File: config.mk
export PLATFORM = sky130hd
export DESIGN_NAME = region_write_guard
export DESIGN_NICKNAME = d
export VERILOG_FILES = /design/src/rtl/wg_pkg.sv /design/src/rtl/wg_flag_bank.sv /design/src/rtl/wg_read_mux.sv /design/src/rtl/wg_we_decode.sv /design/src/rtl/region_write_guard.sv
export SDC_FILE = /design/constraint.sdc
export NUM_CORES = 1
export LEC_CHECK = 0
export CORE_UTILIZATION = 28
export DETAILED_ROUTE_END_ITERATION = 10
export PLACE_DENSITY = 0.84
export SLEW_MARGIN = 25
export SYNTH_ARGS = -nofsm -noshare
export SYNTH_HDL_FRONTEND = slang
export SYNTH_SLANG_ARGS = --single-unit
File: constraint.sdc
create_clock -name clk -period 1.6 [get_ports clk]
set_clock_uncertainty 0.15 [all_clocks]
set_input_delay 0.32 -clock clk [delete_from_list [all_inputs] [get_ports clk]]
set_output_delay 0.32 -clock clk [all_outputs]
set_load 0.01 [all_outputs]
File: src/rtl/wg_pkg.sv
// Package: shared widths and helpers for the region write guard.
// Assumes a 32-bit configuration data path.
package wg_pkg;
    localparam int unsigned CFG_DATA_W = 32;

    // Width of an index able to name n regions (at least one bit).
    function automatic int unsigned idx_width(input int unsigned n);
        return (n > 1) ? $clog2(n) : 1;
    endfunction
endpackage

File: src/rtl/wg_flag_bank.sv
// Module: wg_flag_bank
// Holds one lock flag and one sticky commit flag per region.
// A lock flag follows lock-word writes only while its commit flag is clear.
// A commit flag is set by a 1 written to the commit word and is cleared only by reset.
// Assumes the field for region i sits at data bit FIELD_LSB+i in both words.
module wg_flag_bank #(
    parameter int unsigned NUM_REGIONS = 5,
    parameter int unsigned FIELD_LSB   = 1,
    parameter int unsigned ADDR_W      = 8,
    parameter int unsigned LOCK_OFS    = 'h90,
    parameter int unsigned COMMIT_OFS  = 'h94
) (
    input  logic                   clk,
    input  logic                   rst_n,
    input  logic                   cfg_we,
    input  logic [ADDR_W-1:0]      cfg_addr,
    input  logic [NUM_REGIONS-1:0] cfg_field,
    output logic [NUM_REGIONS-1:0] lock_q,
    output logic [NUM_REGIONS-1:0] commit_q
);
    logic lock_hit;
    logic commit_hit;

    // Decode which configuration word is being written this cycle.
    always_comb begin
        lock_hit   = cfg_we && (cfg_addr == ADDR_W'(LOCK_OFS));
        commit_hit = cfg_we && (cfg_addr == ADDR_W'(COMMIT_OFS));
    end

    for (genvar i = 0; i < NUM_REGIONS; i++) begin : g_region
        // Lock flag: loads from the lock word unless its commit flag (the value before this edge) is set.
        always_ff @(posedge clk) begin
            if (!rst_n)
                lock_q[i] <= 1'b0;
            else if (lock_hit && !commit_q[i])
                lock_q[i] <= cfg_field[i];
        end

        // Commit flag: set-only, cleared by reset alone.
        always_ff @(posedge clk) begin
            if (!rst_n)
                commit_q[i] <= 1'b0;
            else if (commit_hit && cfg_field[i])
                commit_q[i] <= 1'b1;
        end

        a_r2_lock_update: assert property (@(posedge clk) disable iff (!rst_n)
            (lock_hit && !commit_q[i]) |=> (lock_q[i] == $past(cfg_field[i])));
        a_r5_commit_set: assert property (@(posedge clk) disable iff (!rst_n)
            (commit_hit && cfg_field[i]) |=> commit_q[i]);
        a_r6_commit_sticky: assert property (@(posedge clk) disable iff (!rst_n)
            commit_q[i] |=> commit_q[i]);
        a_r7_frozen_lock: assert property (@(posedge clk) disable iff (!rst_n)
            commit_q[i] |=> $stable(lock_q[i]));
    end
endmodule

File: src/rtl/wg_read_mux.sv
// Module: wg_read_mux
// Returns the lock or commit word for the addressed offset, and 0 for any other offset.
// Bits outside the region field are always 0.
module wg_read_mux #(
    parameter int unsigned NUM_REGIONS = 5,
    parameter int unsigned FIELD_LSB   = 1,
    parameter int unsigned ADDR_W      = 8,
    parameter int unsigned LOCK_OFS    = 'h90,
    parameter int unsigned COMMIT_OFS  = 'h94
) (
    input  logic [ADDR_W-1:0]             cfg_addr,
    input  logic [NUM_REGIONS-1:0]        lock_q,
    input  logic [NUM_REGIONS-1:0]        commit_q,
    output logic [wg_pkg::CFG_DATA_W-1:0] cfg_rdata
);
    // Place the selected flag vector into the region field of the read word.
    always_comb begin
        cfg_rdata = '0;
        if (cfg_addr == ADDR_W'(LOCK_OFS))
            cfg_rdata[FIELD_LSB +: NUM_REGIONS] = lock_q;
        else if (cfg_addr == ADDR_W'(COMMIT_OFS))
            cfg_rdata[FIELD_LSB +: NUM_REGIONS] = commit_q;
    end
endmodule

File: src/rtl/wg_we_decode.sv
// Module: wg_we_decode
// Turns the target write strobe and region index into one enable per region.
// The enable is suppressed when that region's lock flag is set.
// The lock flag used is the registered one, so a lock written this cycle applies from the next cycle.
module wg_we_decode #(
    parameter int unsigned NUM_REGIONS = 5,
    parameter int unsigned IDX_W       = 3
) (
    input  logic                   clk,
    input  logic                   rst_n,
    input  logic                   tgt_we,
    input  logic [IDX_W-1:0]       tgt_region,
    input  logic [NUM_REGIONS-1:0] lock_q,
    output logic [NUM_REGIONS-1:0] region_we
);
    for (genvar i = 0; i < NUM_REGIONS; i++) begin : g_en
        // Enable for region i: addressed, strobed and unlocked.
        always_comb region_we[i] = tgt_we && (tgt_region == IDX_W'(i)) && !lock_q[i];
    end

    a_r4_single_enable: assert property (@(posedge clk) disable iff (!rst_n)
        $onehot0(region_we));
    a_r4_locked_blocked: assert property (@(posedge clk) disable iff (!rst_n)
        ((region_we & lock_q) == '0));
    a_r4_no_strobe_idle: assert property (@(posedge clk) disable iff (!rst_n)
        !tgt_we |-> (region_we == '0));
endmodule

File: src/rtl/region_write_guard.sv
// Module: region_write_guard (top)
// Write protection for NUM_REGIONS register regions, using lock flags that sticky commit flags can freeze.
// Produces per-region write enables, and exposes the lock and commit words on a 32-bit configuration port.
// Assumes a single configuration access per cycle and a synchronous active-low reset.
module region_write_guard #(
    parameter int unsigned NUM_REGIONS = 5,
    parameter int unsigned FIELD_LSB   = 1,
    parameter int unsigned ADDR_W      = 8,
    parameter int unsigned LOCK_OFS    = 'h90,
    parameter int unsigned COMMIT_OFS  = 'h94,
    localparam int unsigned IDX_W      = wg_pkg::idx_width(NUM_REGIONS),
    localparam int unsigned DATA_W     = wg_pkg::CFG_DATA_W
) (
    input  logic                   clk,
    input  logic                   rst_n,
    input  logic                   cfg_we,
    input  logic [ADDR_W-1:0]      cfg_addr,
    input  logic [DATA_W-1:0]      cfg_wdata,
    output logic [DATA_W-1:0]      cfg_rdata,
    input  logic                   tgt_we,
    input  logic [IDX_W-1:0]       tgt_region,
    output logic [NUM_REGIONS-1:0] region_we
);
    logic [NUM_REGIONS-1:0] lock_q;
    logic [NUM_REGIONS-1:0] commit_q;
    logic [NUM_REGIONS-1:0] cfg_field;
    logic                   unused_wdata;

    // Extract the region field from the write data; the other bits are ignored.
    always_comb begin
        cfg_field    = cfg_wdata[FIELD_LSB +: NUM_REGIONS];
        unused_wdata = ^cfg_wdata;
    end

    wg_flag_bank #(
        .NUM_REGIONS(NUM_REGIONS), .FIELD_LSB(FIELD_LSB), .ADDR_W(ADDR_W),
        .LOCK_OFS(LOCK_OFS), .COMMIT_OFS(COMMIT_OFS)
    ) u_bank (
        .clk(clk), .rst_n(rst_n), .cfg_we(cfg_we), .cfg_addr(cfg_addr),
        .cfg_field(cfg_field), .lock_q(lock_q), .commit_q(commit_q)
    );

    wg_read_mux #(
        .NUM_REGIONS(NUM_REGIONS), .FIELD_LSB(FIELD_LSB), .ADDR_W(ADDR_W),
        .LOCK_OFS(LOCK_OFS), .COMMIT_OFS(COMMIT_OFS)
    ) u_rmux (
        .cfg_addr(cfg_addr), .lock_q(lock_q), .commit_q(commit_q), .cfg_rdata(cfg_rdata)
    );

    wg_we_decode #(
        .NUM_REGIONS(NUM_REGIONS), .IDX_W(IDX_W)
    ) u_dec (
        .clk(clk), .rst_n(rst_n), .tgt_we(tgt_we), .tgt_region(tgt_region),
        .lock_q(lock_q), .region_we(region_we)
    );

    a_r9_stray_write: assert property (@(posedge clk) disable iff (!rst_n)
        (cfg_we && cfg_addr != ADDR_W'(LOCK_OFS) && cfg_addr != ADDR_W'(COMMIT_OFS))
        |=> ($stable(lock_q) && $stable(commit_q)));
    a_r1_reset_clear: assert property (@(posedge clk)
        !rst_n |=> (lock_q == '0 && commit_q == '0));
endmodule

==> results of run 1 <==
## cell type report
class                   instances  area (um2)
fillers                       279        1580
multi-input cells              74         543
repair buffers                 40         338
well taps                      31        38.8
clock buffers                   4        36.3
flip-flops and latches         10         200
## kinds of logic after synthesis
logic type,after synthesis,share of synthesized area (%)
and+or+nand+nor,32,30.6
buffers and inverters,30,26.9
muxes,5,6.25
other,1,0.468
AOI/OAI and AO/OA,10,10.8
DFF,10,25.0
## power groups by stage
stage          registers [W]   logic, W  clock network [W]
6_report            0.000249   0.000123           0.000234
5_1_grt             0.000249   0.000133           0.000248
4_1_cts             0.000249   0.000116           0.000239
3_5_place_dp        0.000255   0.000122                  0
3_3_place_gp        0.000255   0.000119                  0
2_1_floorplan       0.000255  0.0000999                  0
## worst max path at each step
| stage | start | endpoint | slack (ps) | cells past startpoint |
|---|---|---|---|---|
| finish | cfg_addr[7] | cfg_rdata[2] | -170 | 6 |
| global route | cfg_addr[7] | cfg_rdata[2] | -190 | 6 |
| CTS | cfg_addr[7] | cfg_rdata[2] | -170 | 6 |
| detailed placement | cfg_addr[3] | cfg_rdata[5] | -910 | 5 |
| global placement | cfg_addr[3] | cfg_rdata[3] | -910 | 5 |
| floorplan | cfg_addr[5] | cfg_rdata[1] | 10 | 4 |
## sequential cells by signal (all words and copies together), names as in the netlist
name,flops
u_bank.lock_q,5
u_bank.commit_q,5
## metal layers
layer  vias up  share of wire, %  GRT usage, %
met4         0                 0          5.36
met5         -                 0             0
met2        37                53          23.2
met1       351                42          13.6
li1        347                 -             -
met3         0               5.3          3.04
## placed cells by master (no fill, tap or decap), types with 2 or more instances in the layout
cell and instances:
a22o_2 2, buf_2 11, dfxtp_1 10, and4_2 5
and2_4 2, conb_1 27, mux2i_1 5, clkdlybuf4s50_1 7
buf_6 10, a22o_4 2, dlygate4sd2_1 2, o21a_1 5
nand2_1 10, buf_4 7, nand4b_1 5, nor4b_4 2
clkbuf_4 3
## stage by stage
step / cells / worst slack [ps] / area, um2 / total power (W)
global placement: 150 / -909 / 1060 / 0.000374
CTS: 159 / -166 / 1130 / 0.000605
finish: 159 / -167 / 1160 / 0.000606
detailed placement: 150 / -907 / 1060 / 0.000377
floorplan: 114 / 12.0 / 898 / 0.000355
global route: 159 / -186 / 1160 / 0.000630
## worst max-delay path: stages
cell	delay [ps]
buf_6	90
and4bb_2	250
and2_4	170
buf_6	120
a22o_4	240
buf_6	120
## repair_timing
action / 4_1_cts / 5_1_grt
resized for setup: 93 / 9
pin swaps: 9 / 7
buffers inserted: 5 / 0
setup endpoints to repair: 10 / 8
endpoints found under the hold margin: 0 / 0
==> results.py, run 1 <==
metrics = {
    "cells_and_area": {
        "final_layout_size_suffix_gt1_share_pct": 40.6,
        "n_antenna_cell": 0,
        "area_growth_pct": 44.4,
        "utilization_pct": 42.3,
        "nets": 176,
    },
    "worst_setup_path": {
        "r2r_end": "u_bank.lock_q[3]",
        "cp_max_fo": 5,
        "reg2reg_slack_ps": 660,
        "rr_worst_depth": 2,
        "cp-end-kind": "output port",
        "crit_type": "primary input to output port",
        "arrival_ps": 1300,
        "cp-start-kind": "primary input",
        "cp.required_ps": 1130,
        "worstReg2RegStart": "u_bank.commit_q[3]",
    },
    "yosys": {
        "synthMostInstantiatedCell": "buf_4",
        "yosysSeqAreaShare_pct": 25.0,
        "syn-cell-area_um2": 801,
        "synth_largest_area_cell": "buf_4",
        "synth_flop_cell": "dfxtp_1",
        "yosysUniqueCellTypes": 22,
        "postSynthAreaPerCell_um2": 9.10,
        "synth_edf_count": 0,
        "synth.top_cell.area_share_pct": 25.3,
        "synth-seq-cells": 10,
        "ys_top_cells_by_count": "buf_4, dfxtp_1, nand2_1",
        "synthArstFlopShare_pct": 0,
        "synthCells": 88,
        "synthTopCellsByArea": "buf_4, dfxtp_1, and4_2",
        "yosysWarnings": 0,
    },
    "clocking": {
        "clkTransAtPathRegs_ps": 70,
        "hold_buffers": 0,
        "cts_buffers": 3,
        "clock_latency_ps": 270,
        "cts_tree": "yes",
        "cts-root-buf": "clkbuf_4",
        "clock_path_buffers": 2,
        "clock_sinks": 10,
        "htreeDepth": 1,
    },
    "power": {
        "internal_power_w": 0.000441,
        "power.leakage_nw": 0.566,
        "switchingPower_w": 0.000165,
        "p_comb_share_pct": 20.3,
        "ir_drop_v": 0.000281,
        "p_seq_share_pct": 41.1,
        "pwr-share-clk_pct": 38.6,
        "power_density_nw_per_um2": 524,
        "p_sw_share_pct": 27.2,
    },
    "routing": {
        "drc": 0,
        "ant_nets": 0,
        "wire_per_inst_um": 11.9,
        "dr_total_vias": 735,
        "vias_per_cell": 4.62,
        "firstDrtPassIters": 4,
        "first_iter_violations": 19,
        "finalWirelength_um": 1900,
    },
    "run_status": {
        "status": "finished, violations left",
        "violations": "setup timing",
    },
    "global_routing": {
        "grt_pass1_wl_um": 2990,
        "grt_start_max_net_pins": 16,
        "antenna_found_initial": 0,
        "grtUsageTotal_pct": 12.6,
        "overflow": 0,
        "grt_pass1_vias": 666,
    },
    "floorplan": {
        "io_pins": 84,
        "die_height_um": 55.5,
        "die-area_um2": 3080,
        "start_util_pct": 29.3,
        "die_x_um": 55.5,
        "core_um2": 2730,
        "row_count": 19,
    },
    "sta": {
        "max_freq_ghz": 0.566,
        "setup_violations": 5,
        "setup_slack_ps": -167,
        "holdWs_ps": 338,
        "timing_hold_violations_final": 0,
        "fin_tns_setup_ps": -563,
        "period_needed_ps": 1770,
        "period_share_pct": 110,
        "maxSlewViolCount": 0,
        "rsz0062_at_grt": "yes",
    },
    "hold_path": {
        "holdCritPathClass": "flop to flop",
        "whs_path_depth": 2,
        "hp-start": "u_bank.lock_q[0]",
        "holdPathEnd": "u_bank.lock_q[0]",
    },
    "place": {
        "gp_congestion": 0.801,
        "dp_hpwl_um": 1340,
        "port_buffers": 29,
    },
    "flow_run": {
        "drv_cap": 0,
    },
}
Power figures use the tool's default switching activity.
==> run 2, diff against run 1 <==
--- a/config.mk
+++ b/config.mk
@@ -7,6 +7,7 @@
 export LEC_CHECK = 0
 export CORE_UTILIZATION = 28
 export DETAILED_ROUTE_END_ITERATION = 10
+export GPL_TIMING_DRIVEN = 0
 export PLACE_DENSITY = 0.84
 export SLEW_MARGIN = 25
 export SYNTH_ARGS = -nofsm -noshare
==> constraint.sdc (replaced) <==
create_clock -name clk -period 2 [get_ports clk]
set_clock_uncertainty 0.15 [all_clocks]
set_input_delay 0.4 -clock clk [delete_from_list [all_inputs] [get_ports clk]]
set_output_delay 0.4 -clock clk [all_outputs]
set_load 0.01 [all_outputs]
==> results.py, run 2 (synthesized netlist as in run 1, its figures left out) <==
metrics = {
    "sta": {
        "timing_hold_violations_final": 0,
        "setup_violations": 0,
        "max_freq_ghz": 0.511,
        "maxSlewViolCount": 0,
        "period_needed_ps": 1960,
        "period_share_pct": 97.8,
    },
    "floorplan": {
        "die_x_um": 55.5,
        "die-area_um2": 3080,
        "core_um2": 2730,
        "start_util_pct": 29.3,
        "die_height_um": 55.5,
        "io_pins": 84,
        "row_count": 19,
    },
    "clocking": {
        "htreeDepth": 1,
        "hold_buffers": 0,
        "clock_sinks": 10,
        "clkTransAtPathRegs_ps": 70,
        "cts-root-buf": "clkbuf_4",
        "cts_tree": "yes",
        "clock_latency_ps": 270,
        "cts_buffers": 3,
        "clock_path_buffers": 2,
    },
    "place": {
        "dp_hpwl_um": 1510,
        "gp_congestion": 0.858,
        "port_buffers": 28,
    },
    "worst_setup_path": {
        "rr_worst_depth": 2,
        "cp-end-kind": "output port",
        "cp_max_fo": 3,
        "arrival_ps": 1410,
        "cp-start-kind": "primary input",
        "cp.required_ps": 1450,
        "crit_type": "primary input to output port",
    },
    "cells_and_area": {
        "nets": 196,
        "final_layout_size_suffix_gt1_share_pct": 44.9,
        "reg_top3": "u_bank.commit_q x5, u_bank.lock_q x5",
        "layout_commonest_cell": "buf_4",
        "mostFrequentLayoutCells": "buf_4, conb_1, nand2_1, dfxtp_1, clkdlybuf4s50_1",
        "utilization_pct": 47.7,
        "n_antenna_cell": 0,
        "area_growth_pct": 62.8,
    },
    "routing": {
        "firstDrtPassIters": 3,
        "wire_per_inst_um": 11.3,
        "dr_total_vias": 778,
        "ant_nets": 0,
        "vias_per_cell": 4.37,
        "drc": 0,
        "first_iter_violations": 15,
        "finalWirelength_um": 2010,
    },
    "power": {
        "ir_drop_v": 0.000207,
        "power_density_nw_per_um2": 365,
        "power.leakage_nw": 0.677,
        "finalPower_w": 0.000476,
    },
    "hold_path": {
        "holdCritPathClass": "flop to flop",
        "whs_path_depth": 2,
    },
    "global_routing": {
        "grt_pass1_vias": 720,
        "grtUsageTotal_pct": 12.8,
        "grt_pass1_wl_um": 3090,
        "antenna_found_initial": 0,
        "overflow": 0,
        "grt_start_max_net_pins": 11,
    },
    "run_status": {
        "status": "completed",
    },
    "flow_run": {
        "drv_cap": 0,
    },
}
-- run 2: cell count changes in the layout (fill, tap and decap cells not counted), sizes merged --
cell	previous run	this run
buf	29	39
clkdlybuf4s15	1	5
clkbuf	5	9
dlymetal6s2s	0	1
-- run 2: worst paths after layout --
kind / from / to / slack [ps]
hold reg to reg: u_bank.lock_q[3] / u_bank.lock_q[3] / 350
setup / recovery: tgt_region[1] / region_we[4] / 40
setup reg to reg: u_bank.commit_q[0] / u_bank.lock_q[0] / 1060
hold / removal: u_bank.lock_q[3] / u_bank.lock_q[3] / 350
-- run 2: stage by stage --
| stage | area (um2) | instances | setup slack [ps] | hold slack [ps] | TNS, ps |
|---|---|---|---|---|---|
| after detailed placement | 1220 | 173 | -923 | 320 | -6440 |
| after floorplan | 898 | 114 | 252 | 301 | 0 |
| after CTS | 1300 | 179 | 5.78 | 344 | 0 |
| after global placement | 1220 | 173 | -900 | 311 | -6130 |
| after global routing | 1300 | 178 | -21.0 | 365 | -26.6 |
| final | 1300 | 178 | 44.8 | 350 | 0 |
-- run 2: layout make-up --
type                            instances  area (um2)
Buffer                                 29         210
Clock buffer                            3        22.5
Fill cell                             261        1430
Multi-Input combinational cell         74         569
Sequential cell                        10         200
Tap cell                               31        38.8
Timing Repair Buffer                   31         263
-- run 2: timing repair --
item	CTS	global route
setup endpoints to repair	10	8
pin swaps	7	6
gates resized for setup	68	15
gates cloned	0	0
setup buffers	3	0
-- run 2: layer usage --
layer,vias up,global-route usage [%],share of wire (%)
met1,359,11.9,38
met4,0,7.86,1.8
met2,31,23.4,53
met3,4,4.68,7.7
met5,-,0,0
li1,384,-,-
-- run 2: critical path, cell delays in order --
cell	delay, ps
clkdlybuf4s50_1	430
nand2b_4	180
nor4b_4	230
buf_2	160
-- run 2: power by group --
part	internal [W]	switching, W
sequential	0.000199	0.000000257
clock	0.0000696	0.0000707
combinational	0.0000734	0.0000631
==> run 3, diff against run 2 <==
==> constraint.sdc (replaced) <==
create_clock -name clk -period 2 [get_ports clk]
set_clock_uncertainty 0.15 [all_clocks]
set_input_delay 0.4 -clock clk [delete_from_list [all_inputs] [get_ports clk]]
set_output_delay 0.4 -clock clk [all_outputs]
set_load 0.1 [all_outputs]
==> results.py, run 3 (synthesized netlist as in run 1, its figures left out) <==
metrics = {
    "sta": {
        "max_freq_ghz": 0.506,
        "rsz0062_at_grt": "no",
        "setup_violations": 0,
        "maxSlewViolCount": 0,
        "timing_hold_violations_final": 0,
        "period_share_pct": 98.8,
        "period_needed_ps": 1980,
    },
    "routing": {
        "wire_per_inst_um": 10.7,
        "drc": 0,
        "firstDrtPassIters": 4,
        "finalWirelength_um": 1920,
        "vias_per_cell": 4.27,
        "ant_nets": 0,
        "dr_total_vias": 769,
        "first_iter_violations": 11,
    },
    "worst_setup_path": {
        "cp_max_fo": 5,
        "crit_type": "primary input to output port",
        "worstReg2RegStart": "u_bank.commit_q[4]",
        "crit_slowest_cell": "and4bb_2",
        "arrival_ps": 1430,
        "cp-startpoint": "cfg_addr[7]",
        "cp.required_ps": 1450,
        "cpLargestDelayFamily": "simple AND/OR/NAND/NOR gates",
        "cp-start-kind": "primary input",
        "slowest_delay_ps": 250,
        "cp-end-kind": "output port",
        "crit_chain": "buf_2 > and4bb_2 > buf_6 > and2_4 > a22o_4 > buf_12",
        "critPathBufInv": 3,
    },
    "place": {
        "place_inst": 173,
        "dp_hpwl_um": 1510,
        "gp_congestion": 0.712,
        "port_buffers": 28,
    },
    "cells_and_area": {
        "nets": 198,
        "final_layout_size_suffix_gt1_share_pct": 50.3,
        "fin_cells": 180,
        "area_growth_pct": 78.1,
        "layout_commonest_cell": "buf_4",
        "n_antenna_cell": 0,
        "utilization_pct": 52.2,
        "mostFrequentLayoutCells": "buf_4, conb_1, nand2_1, dfxtp_1, buf_2",
        "reg_top3": "u_bank.commit_q x5, u_bank.lock_q x5",
    },
    "floorplan": {
        "die_x_um": 55.5,
        "die-area_um2": 3080,
        "io_pins": 84,
        "die_height_um": 55.5,
        "core_um2": 2730,
        "start_util_pct": 29.3,
        "row_count": 19,
    },
    "clocking": {
        "clock_path_buffers": 2,
        "clock_sinks": 10,
        "cts-root-buf": "clkbuf_4",
        "clkTransAtPathRegs_ps": 60,
        "cts_buffers": 3,
        "cts_tree": "yes",
        "htreeDepth": 1,
        "clock_latency_ps": 280,
    },
    "power": {
        "power.leakage_nw": 0.708,
        "power_density_nw_per_um2": 498,
        "ir_drop_v": 0.000333,
    },
    "global_routing": {
        "antenna_found_initial": 0,
        "grt_pass1_vias": 768,
        "overflow": 0,
        "grt_pass1_wl_um": 3230,
        "grtUsageTotal_pct": 13.3,
        "grt_start_max_net_pins": 11,
    },
    "hold_path": {
        "hp-start": "u_bank.commit_q[1]",
        "holdCritPathClass": "flop to flop",
    },
    "flow_run": {
        "drv_cap": 0,
    },
    "run_status": {
        "status": "completed",
    },
}
-- run 3: worst paths after layout --
check / to / slack, ps / cells after the start
min reg2reg: u_bank.commit_q[1] / 370 / 1
max: cfg_rdata[4] / 20 / 6
max reg2reg: u_bank.lock_q[4] / 1040 / 2
min: u_bank.commit_q[1] / 370 / 1
-- run 3: area by class of cell --
cell class	count	area, um2
multi-input cells	74	608
clock buffers	3	22.5
repair buffers	32	335
flip-flops and latches	10	200
well taps	31	38.8
fillers	256	1310
plain buffers	30	221
-- run 3: repair_timing --
item                       in CTS  in global routing
buffers inserted                3                  1
setup endpoints to repair      10                  5
cloned                          0                  0
hold endpoints to repair        0                  0
resized for setup             118                  4
hold buffers                    0                  0
pin swaps                       9                  7
-- run 3: routing by layer --
metal	routed length (um)	GRT usage (%)
met1	704	13.4
met2	1030	22.9
met3	139	3.75
met4	51	10.7
met5	0	0
-- run 3: report_power, final --
part	internal, W	leakage (nW)	switching (W)
Sequential	0.000199	0.0805	0.000000295
Clock	0.0000700	0.0138	0.0000780
Combinational	0.0000810	0.614	0.000281
-- run 3: metrics by stage --
step	total power [W]	setup TNS [ps]	hold WS [ps]	setup WS (ps)	area, um2
finish	0.000710	0	368	23.7	1430
global route	0.000732	0	388	2.75	1430
CTS	0.000706	0	369	1.70	1420
detailed placement	0.000565	-12810	356	-1490	1330
global placement	0.000563	-12530	342	-1470	1330
floorplan	0.000509	-553	329	-205	1010
-- run 3: worst register-to-register path: stages, from the launching register on --
cell      delay (ps)
dfxtp_1          340
nand4b_1         210
mux2i_1          160
